`src/rtl/fes_pkg.sv`:
```
package fes_pkg;
  typedef enum logic [1:0] {
    PH_IDLE  = 2'd0,
    PH_WIN   = 2'd1,
    PH_PREP  = 2'd2,
    PH_ERASE = 2'd3
  } phase_e;

  localparam logic [10:0] A_UNLK1 = 11'h555;
  localparam logic [10:0] A_UNLK2 = 11'h2AA;
  localparam logic [7:0]  D_UNLK1 = 8'hAA;
  localparam logic [7:0]  D_UNLK2 = 8'h55;
  localparam logic [7:0]  D_SETUP = 8'h80;
  localparam logic [7:0]  D_CHIP  = 8'h10;
  localparam logic [7:0]  D_SECT  = 8'h30;
  localparam logic [7:0]  D_SUSP  = 8'hB0;
endpackage

```
`src/rtl/fes_cmd_decode.sv`:
```
module fes_cmd_decode
  import fes_pkg::*;
#(
  parameter int ADDR_W = 14,
  parameter int SECT_W = 3
) (
  input  logic [ADDR_W-1:0] addr,
  input  logic [7:0]        data,
  output logic              is_ul1,
  output logic              is_ul2,
  output logic              is_setup,
  output logic              is_chip,
  output logic              is_sect,
  output logic              is_susp,
  output logic [SECT_W-1:0] sect
);
  localparam int LOW_W = ADDR_W - SECT_W;

  logic [LOW_W-1:0] low;
  logic             at_a1, at_a2;

  assign low   = addr[LOW_W-1:0];
  assign sect  = addr[ADDR_W-1 -: SECT_W];
  assign at_a1 = (low == LOW_W'(A_UNLK1));
  assign at_a2 = (low == LOW_W'(A_UNLK2));

  assign is_ul1   = at_a1 && (data == D_UNLK1);
  assign is_ul2   = at_a2 && (data == D_UNLK2);
  assign is_setup = at_a1 && (data == D_SETUP);
  assign is_chip  = at_a1 && (data == D_CHIP);
  assign is_sect  = (data == D_SECT);
  assign is_susp  = (data == D_SUSP);
endmodule

```
`src/rtl/fes_win_timer.sv`:
```
module fes_win_timer #(
  parameter int LIMIT = 80
) (
  input  logic clk,
  input  logic rst_n,
  input  logic clear,
  input  logic run,
  output logic expired
);
  localparam int CW = $clog2(LIMIT + 1);

  logic [CW-1:0] cnt;

  assign expired = run && (cnt == CW'(LIMIT - 1));

  always_ff @(posedge clk or negedge rst_n) begin
    if (!rst_n)                cnt <= '0;
    else if (clear)            cnt <= '0;
    else if (run && !expired)  cnt <= cnt + CW'(1);
  end

  assert_restart_R4: assert property (@(posedge clk) disable iff (!rst_n)
    clear |=> (cnt == '0));

  assert_count_R4: assert property (@(posedge clk) disable iff (!rst_n)
    (run && !clear && !expired) |=> (cnt == $past(cnt) + CW'(1)));
endmodule

```
`src/rtl/fes_erase_engine.sv`:
```
module fes_erase_engine
  import fes_pkg::*;
#(
  parameter int PRE_CYC = 16,
  parameter int ERS_CYC = 32
) (
  input  logic   clk,
  input  logic   rst_n,
  input  logic   start,
  output phase_e ph,
  output logic   done
);
  localparam int MAXC = (PRE_CYC > ERS_CYC) ? PRE_CYC : ERS_CYC;
  localparam int CW   = $clog2(MAXC + 1);

  logic [CW-1:0] cnt;

  assign done = (ph == PH_ERASE) && (cnt == CW'(ERS_CYC - 1));

  always_ff @(posedge clk or negedge rst_n) begin
    if (!rst_n) begin
      ph  <= PH_IDLE;
      cnt <= '0;
    end else begin
      case (ph)
        PH_IDLE: if (start) begin
          ph  <= PH_PREP;
          cnt <= '0;
        end
        PH_PREP: if (cnt == CW'(PRE_CYC - 1)) begin
          ph  <= PH_ERASE;
          cnt <= '0;
        end else cnt <= cnt + CW'(1);
        PH_ERASE: if (done) begin
          ph  <= PH_IDLE;
          cnt <= '0;
        end else cnt <= cnt + CW'(1);
        default: begin
          ph  <= PH_IDLE;
          cnt <= '0;
        end
      endcase
    end
  end

  assert_engine_hold_R7: assert property (@(posedge clk) disable iff (!rst_n)
    (ph == PH_IDLE && !start) |=> (ph == PH_IDLE));

  assert_prep_exit_R7: assert property (@(posedge clk) disable iff (!rst_n)
    (ph == PH_PREP) |=> (ph == PH_PREP || ph == PH_ERASE));

  assert_done_idle_R7: assert property (@(posedge clk) disable iff (!rst_n)
    done |=> (ph == PH_IDLE));
endmodule

```
`src/rtl/flash_erase_seq.sv`:
```
module flash_erase_seq
  import fes_pkg::*;
#(
  parameter int ADDR_W     = 14,
  parameter int SECT_W     = 3,
  parameter int WINDOW_CYC = 80,
  parameter int PRE_CYC    = 16,
  parameter int ERS_CYC    = 32
) (
  input  logic                   clk,
  input  logic                   rst_n,
  input  logic                   wr_en,
  input  logic [ADDR_W-1:0]      wr_addr,
  input  logic [7:0]             wr_data,
  input  logic                   stat_rd,
  input  logic                   aux_req,
  output logic                   rdy,
  output logic                   tgl,
  output logic                   tmr_bit,
  output logic [1:0]             phase,
  output logic [(1<<SECT_W)-1:0] sect_buf,
  output logic                   aux_grant
);
  localparam int NUM_SECT = 1 << SECT_W;

  typedef enum logic [2:0] {
    S_RD, S_U1, S_U2, S_SET, S_U3, S_U4, S_WIN, S_BUSY
  } st_e;

  st_e                st;
  logic               is_ul1, is_ul2, is_setup, is_chip, is_sect, is_susp;
  logic [SECT_W-1:0]  sect;
  logic [NUM_SECT-1:0] onehot;
  logic               win_clear, win_exp, eng_start, eng_done;
  phase_e             eng_ph, ph_now;

  fes_cmd_decode #(.ADDR_W(ADDR_W), .SECT_W(SECT_W)) dec_i (
    .addr(wr_addr), .data(wr_data),
    .is_ul1(is_ul1), .is_ul2(is_ul2), .is_setup(is_setup),
    .is_chip(is_chip), .is_sect(is_sect), .is_susp(is_susp), .sect(sect)
  );

  assign onehot    = NUM_SECT'(1) << sect;
  assign win_clear = wr_en && is_sect && (st == S_U4 || st == S_WIN);
  assign eng_start = (st == S_U4 && wr_en && is_chip) ||
                     (st == S_WIN && !wr_en && win_exp);

  fes_win_timer #(.LIMIT(WINDOW_CYC)) tmr_i (
    .clk(clk), .rst_n(rst_n), .clear(win_clear),
    .run(st == S_WIN), .expired(win_exp)
  );

  fes_erase_engine #(.PRE_CYC(PRE_CYC), .ERS_CYC(ERS_CYC)) eng_i (
    .clk(clk), .rst_n(rst_n), .start(eng_start), .ph(eng_ph), .done(eng_done)
  );

  always_comb begin
    case (st)
      S_WIN:   ph_now = PH_WIN;
      S_BUSY:  ph_now = eng_ph;
      default: ph_now = PH_IDLE;
    endcase
  end

  assign phase     = ph_now;
  assign rdy       = (ph_now == PH_IDLE);
  assign tmr_bit   = (st == S_BUSY);
  assign aux_grant = aux_req && rdy;

  always_ff @(posedge clk or negedge rst_n) begin
    if (!rst_n) begin
      st       <= S_RD;
      sect_buf <= '0;
      tgl      <= 1'b0;
    end else begin
      if (stat_rd && !rdy) tgl <= ~tgl;
      case (st)
        S_RD:  if (wr_en && is_ul1) st <= S_U1;
        S_U1:  if (wr_en) st <= is_ul2   ? S_U2  : S_RD;
        S_U2:  if (wr_en) st <= is_setup ? S_SET : S_RD;
        S_SET: if (wr_en) st <= is_ul1   ? S_U3  : S_RD;
        S_U3:  if (wr_en) st <= is_ul2   ? S_U4  : S_RD;
        S_U4: if (wr_en) begin
          if (is_chip) begin
            st       <= S_BUSY;
            sect_buf <= '1;
          end else if (is_sect) begin
            st       <= S_WIN;
            sect_buf <= onehot;
          end else st <= S_RD;
        end
        S_WIN: if (wr_en) begin
          if (is_sect) sect_buf <= sect_buf | onehot;
          else if (!is_susp) begin
            st       <= S_RD;
            sect_buf <= '0;
          end
        end else if (win_exp) st <= S_BUSY;
        S_BUSY: if (eng_done) begin
          st       <= S_RD;
          sect_buf <= '0;
        end
        default: st <= S_RD;
      endcase
    end
  end

  assert_busy_ignore_R8: assert property (@(posedge clk) disable iff (!rst_n)
    (st == S_BUSY && wr_en && !eng_done) |=> (st == S_BUSY && $stable(sect_buf)));

  assert_win_abort_R5: assert property (@(posedge clk) disable iff (!rst_n)
    (st == S_WIN && wr_en && !is_sect && !is_susp) |=> (st == S_RD && sect_buf == '0));

  assert_sect_rearm_R4: assert property (@(posedge clk) disable iff (!rst_n)
    (st == S_WIN && wr_en && is_sect) |=>
      (st == S_WIN && sect_buf == ($past(sect_buf) | $past(onehot))));

  assert_tgl_hold_R10: assert property (@(posedge clk) disable iff (!rst_n)
    !stat_rd |=> $stable(tgl));

  assert_engine_live_R9: assert property (@(posedge clk) disable iff (!rst_n)
    (st == S_BUSY) |-> (eng_ph == PH_PREP || eng_ph == PH_ERASE));
endmodule

```
`config.mk`:
```
export PLATFORM = sky130hd
export DESIGN_NAME = flash_erase_seq
export DESIGN_NICKNAME = d
export VERILOG_FILES = /design/src/rtl/fes_pkg.sv /design/src/rtl/fes_cmd_decode.sv /design/src/rtl/fes_win_timer.sv /design/src/rtl/fes_erase_engine.sv /design/src/rtl/flash_erase_seq.sv
export SDC_FILE = /design/constraint.sdc
export NUM_CORES = 1
export LEC_CHECK = 0
export ABC_AREA = 1
export BUFFER_PORTS_ARGS = -buffer_cell sky130_fd_sc_hd__buf_2
export CAP_MARGIN = 20
export CORE_MARGIN = 2
export CORE_UTILIZATION = 50
export DETAILED_ROUTE_END_ITERATION = 6
export GPL_TIMING_DRIVEN = 0
export PLACE_DENSITY_LB_ADDON = 0.15
export SLEW_MARGIN = 20
export SYNTH_ARGS = -nofsm -noshare
export SYNTH_HDL_FRONTEND = slang
export SYNTH_SLANG_ARGS = --single-unit
export TNS_END_PERCENT = 5
```
`constraint.sdc`:
```
create_clock -name clk -period 2.4 [get_ports clk]
set_clock_uncertainty 0.15 [all_clocks]
set_input_delay 0.36 -clock clk [delete_from_list [all_inputs] [get_ports clk]]
set_output_delay 0.36 -clock clk [all_outputs]
set_load 0.05 [all_outputs]
```
==> impl_summary.log <==
INFO  metric outcome = completed
INFO  metric netlist_instances = 339
INFO  metric synth_area_leaders = sky130_fd_sc_hd__dfrtp_1, sky130_fd_sc_hd__nand2_1, sky130_fd_sc_hd__inv_1
INFO  metric setup.worst_path.class = register to output port
INFO  metric detailedRoute.firstIterationViolations = 85
INFO  metric die_height = 69.6 µm
INFO  metric grt_pass1_vias = 1871
INFO  metric fp.coreArea = 4060 µm²
INFO  metric ys_seq_elements = 27
INFO  metric synth_cell_types = 29
INFO  metric report.final.slew_viol_count = 0
INFO  metric pwr_density_cell = 363 nW/µm²
INFO  metric synth_seq_area_share = 31.4%
INFO  metric fillCellCount = 404
INFO  metric worst_ep_required_time = 1890 ps
INFO  metric detail_route.wirelength = 4620 µm
INFO  metric hp-class = input pin to register
INFO  metric postSynthAreaPerCell = 6.34 µm²
INFO  metric grt_first_pass_wirelength = 8110 µm
INFO  metric worst-slew-pin-transition = 651 ps
INFO  metric antenna_violating_nets_post_route = 0
INFO  metric die_w = 69.6 µm
INFO  metric drt-wirelength-per-cell = 10.7 µm
INFO  metric grt_start_max_net_pins = 28
INFO  metric initial_antenna_violation_count = 0
INFO  metric power.total = 0.000897 W
INFO  metric nets = 412
INFO  metric yosys_warnings = 0
INFO  metric syn_area = 2150 µm²
INFO  metric synth-main-ff-cell = sky130_fd_sc_hd__dfrtp_1
INFO  metric timing.slew.headroom = 56.6%
INFO  metric cp_data_arrival_time = 1710 ps
INFO  metric timing.critical_path.from_type = register
INFO  metric tritoncts = built
INFO  metric final_weighted_congestion_in_routability_driven_placement = 0.943
INFO  metric fin_crit = 2220 ps
INFO  metric dr.pass1.iters = 4
INFO  metric cts-htree-levels = 1
INFO  metric synth.net_count = 368
INFO  metric cts.sink_count = 27
INFO  metric multiInputGateArea = 1220 µm²
INFO  metric rsz_0062_raised_after_global_routing = false
INFO  metric antenna-diode-count = 0
INFO  metric achievable_clock_frequency = 451 MHz
INFO  metric grt_overflow = 0
INFO  metric crit_path_max_fanout = 10
INFO  metric post_synthesis_async_set_or_reset_flop_share = 100%
INFO  metric cts_setup_buffers = 0
INFO  metric power.static_leakage = 1.31 nW
INFO  metric cap_viol_max_count = 0
INFO  metric cts.clk_slew.worst_paths = 100 ps
INFO  metric synth-edff-count = 0
INFO  metric fp.dieArea = 4840 µm²
INFO  metric final_cell_area = 2470 µm²
INFO  metric drcViolationCount = 0
INFO  metric area_growth = 15.0%
INFO  metric fin_tns_setup = 0 ps
INFO  metric area_leader_netlist = sky130_fd_sc_hd__dfrtp_1
INFO  metric drive_gt1_share = 20.9%
INFO  metric post-route-period-util = 92.5%
INFO  metric cts-buffers-inserted = 3
INFO  metric viasPerCell = 4.93
INFO  metric placement_rows = 23
INFO  metric worstSetupEndpointType = output port
INFO  metric num_io_pins = 41
INFO  metric vdd_ir_drop_max = 0.423 mV
INFO  metric synth.top_cell.area_share = 31.4%
INFO  metric final_common_cell = sky130_fd_sc_hd__nand2_1
INFO  metric mostFrequentLayoutCells = sky130_fd_sc_hd__nand2_1, sky130_fd_sc_hd__inv_1, sky130_fd_sc_hd__nor2_1
INFO  metric hold_viol_final = 0
INFO  metric cts_root_buf = sky130_fd_sc_hd__clkbuf_8
INFO  metric seq_area = 676 µm²
INFO  metric io_buffer_count = 38
INFO  metric clock_latency = 280 ps
INFO  metric floorplan.initialDensity = 53.0%
INFO  metric finalSetupViolations = 0
INFO  metric detailed_place.area = 2420 µm²
INFO  metric num_vias = 2130
INFO  metric dp_hpwl = 3690 µm
INFO  metric clock_tree.buffer_depth = 2
INFO  metric grtUsageTotal = 19.8%
==> worst max-delay path, cell delays in order, from the launching register on <==
cell                      delay [ps]
sky130_fd_sc_hd__dfrtp_1         490
sky130_fd_sc_hd__nand2_2         120
sky130_fd_sc_hd__nor2_4          270
sky130_fd_sc_hd__inv_2            80
sky130_fd_sc_hd__o21ai_2         100
sky130_fd_sc_hd__nor2_4           40
sky130_fd_sc_hd__inv_1            90
sky130_fd_sc_hd__nor2_2           30
sky130_fd_sc_hd__buf_2           200
==> layer usage <==
metal / part of all wire (%) / track usage (%) / wire, µm
met3: 4.7 / 3.34 / 216
met2: 46 / 32.2 / 2100
met1: 49 / 28.6 / 2290
met4: 0.28 / 1.96 / 13
met5: 0 / 0 / 0
==> cells in the mapped netlist (2+ instances only) <==
cell                        n
sky130_fd_sc_hd__o21ai_2    7
sky130_fd_sc_hd__o21ai_1    3
sky130_fd_sc_hd__ha_1       2
sky130_fd_sc_hd__nor2_1    47
sky130_fd_sc_hd__nand3_1   35
sky130_fd_sc_hd__inv_1     53
sky130_fd_sc_hd__nand4_1    4
sky130_fd_sc_hd__xor2_1     5
sky130_fd_sc_hd__inv_2      3
sky130_fd_sc_hd__nor2_2     9
sky130_fd_sc_hd__nor3_1    10
sky130_fd_sc_hd__o21ai_0    8
sky130_fd_sc_hd__nor4_1     2
sky130_fd_sc_hd__buf_6      2
sky130_fd_sc_hd__dfrtp_1   27
sky130_fd_sc_hd__nand2_2    5
sky130_fd_sc_hd__a31oi_1    2
sky130_fd_sc_hd__a21oi_1   10
sky130_fd_sc_hd__nor3_2     3
sky130_fd_sc_hd__clkbuf_1   2
sky130_fd_sc_hd__nand2_1   88
sky130_fd_sc_hd__nor2_4     2
sky130_fd_sc_hd__o22ai_1    4
==> stage by stage <==
stage / setup slack [ps] / utilization (%) / instances / hold WS, ps
6_report: 180 / 60.9 / 432 / 190
3_3_place_gp: 492 / 59.6 / 427 / 271
5_1_grt: 26.5 / 60.9 / 432 / 205
3_5_place_dp: 478 / 59.6 / 427 / 274
4_1_cts: 168 / 60.9 / 432 / 194
2_1_floorplan: 87.7 / - / 339 / -85.6
==> power breakdown <==
part	switching, W	internal (W)	total [W]
combinational	0.000109	0.0000579	0.000167
clock	0.000141	0.000119	0.000260
sequential	0.00000774	0.000463	0.000471
total	0.000257	0.000640	0.000897
==> cell type report <==
cell class	instances	share of cell area (%)
buffer	5	1.52
clock buffer	4	1.82
inverter	58	9.16
multi-input combinational	249	49.5
sequential	27	27.3
tap	50	2.53
timing repair buffer	39	8.10
==> kinds of logic (layout without fill, tap and decap cells) <==
| family | after synthesis | in the layout | share of synthesized area (%) |
|---|---|---|---|
| adder cells (fa/ha/maj) | 2 | 2 | 1.16 |
| AND/OR/NAND/NOR | 206 | 206 | 42.8 |
| XOR/XNOR | 6 | 6 | 2.44 |
| AO/OA/AOI/OAI | 35 | 35 | 9.90 |
| flip-flops | 27 | 27 | 31.4 |
| buffers and inverters | 63 | 106 | 12.3 |
==> worst paths after layout <==
| check | from | endpoint | slack (ps) | cells after the start |
|---|---|---|---|---|
| setup / recovery | st[1] | aux_grant | 180 | 8 |
| hold reg to reg | tmr_i.cnt[6] | tmr_i.cnt[6] | 310 | 1 |
| setup reg to reg | eng_i.cnt[0] | sect_buf[2] | 550 | 10 |
| hold / removal | stat_rd | tgl | 190 | 3 |
| min in group asynchronous | rst_n | sect_buf[0] | 480 | 2 |
| max in group asynchronous | rst_n | eng_i.cnt[0] | 1180 | 2 |
==> timing repair <==
| action | CTS | global route |
|---|---|---|
| hold buffers | 1 | 0 |
| endpoints found under the hold margin | 27 | 0 |
| resized for setup | 0 | 0 |
==> registers in the layout, indices dropped and copies added (netlist names) <==
name	flops
tmr_i.cnt	7
tgl	1
eng_i.ph	2
sect_buf	8
eng_i.cnt	6
st	3
(Power assumes the default switching activity.)
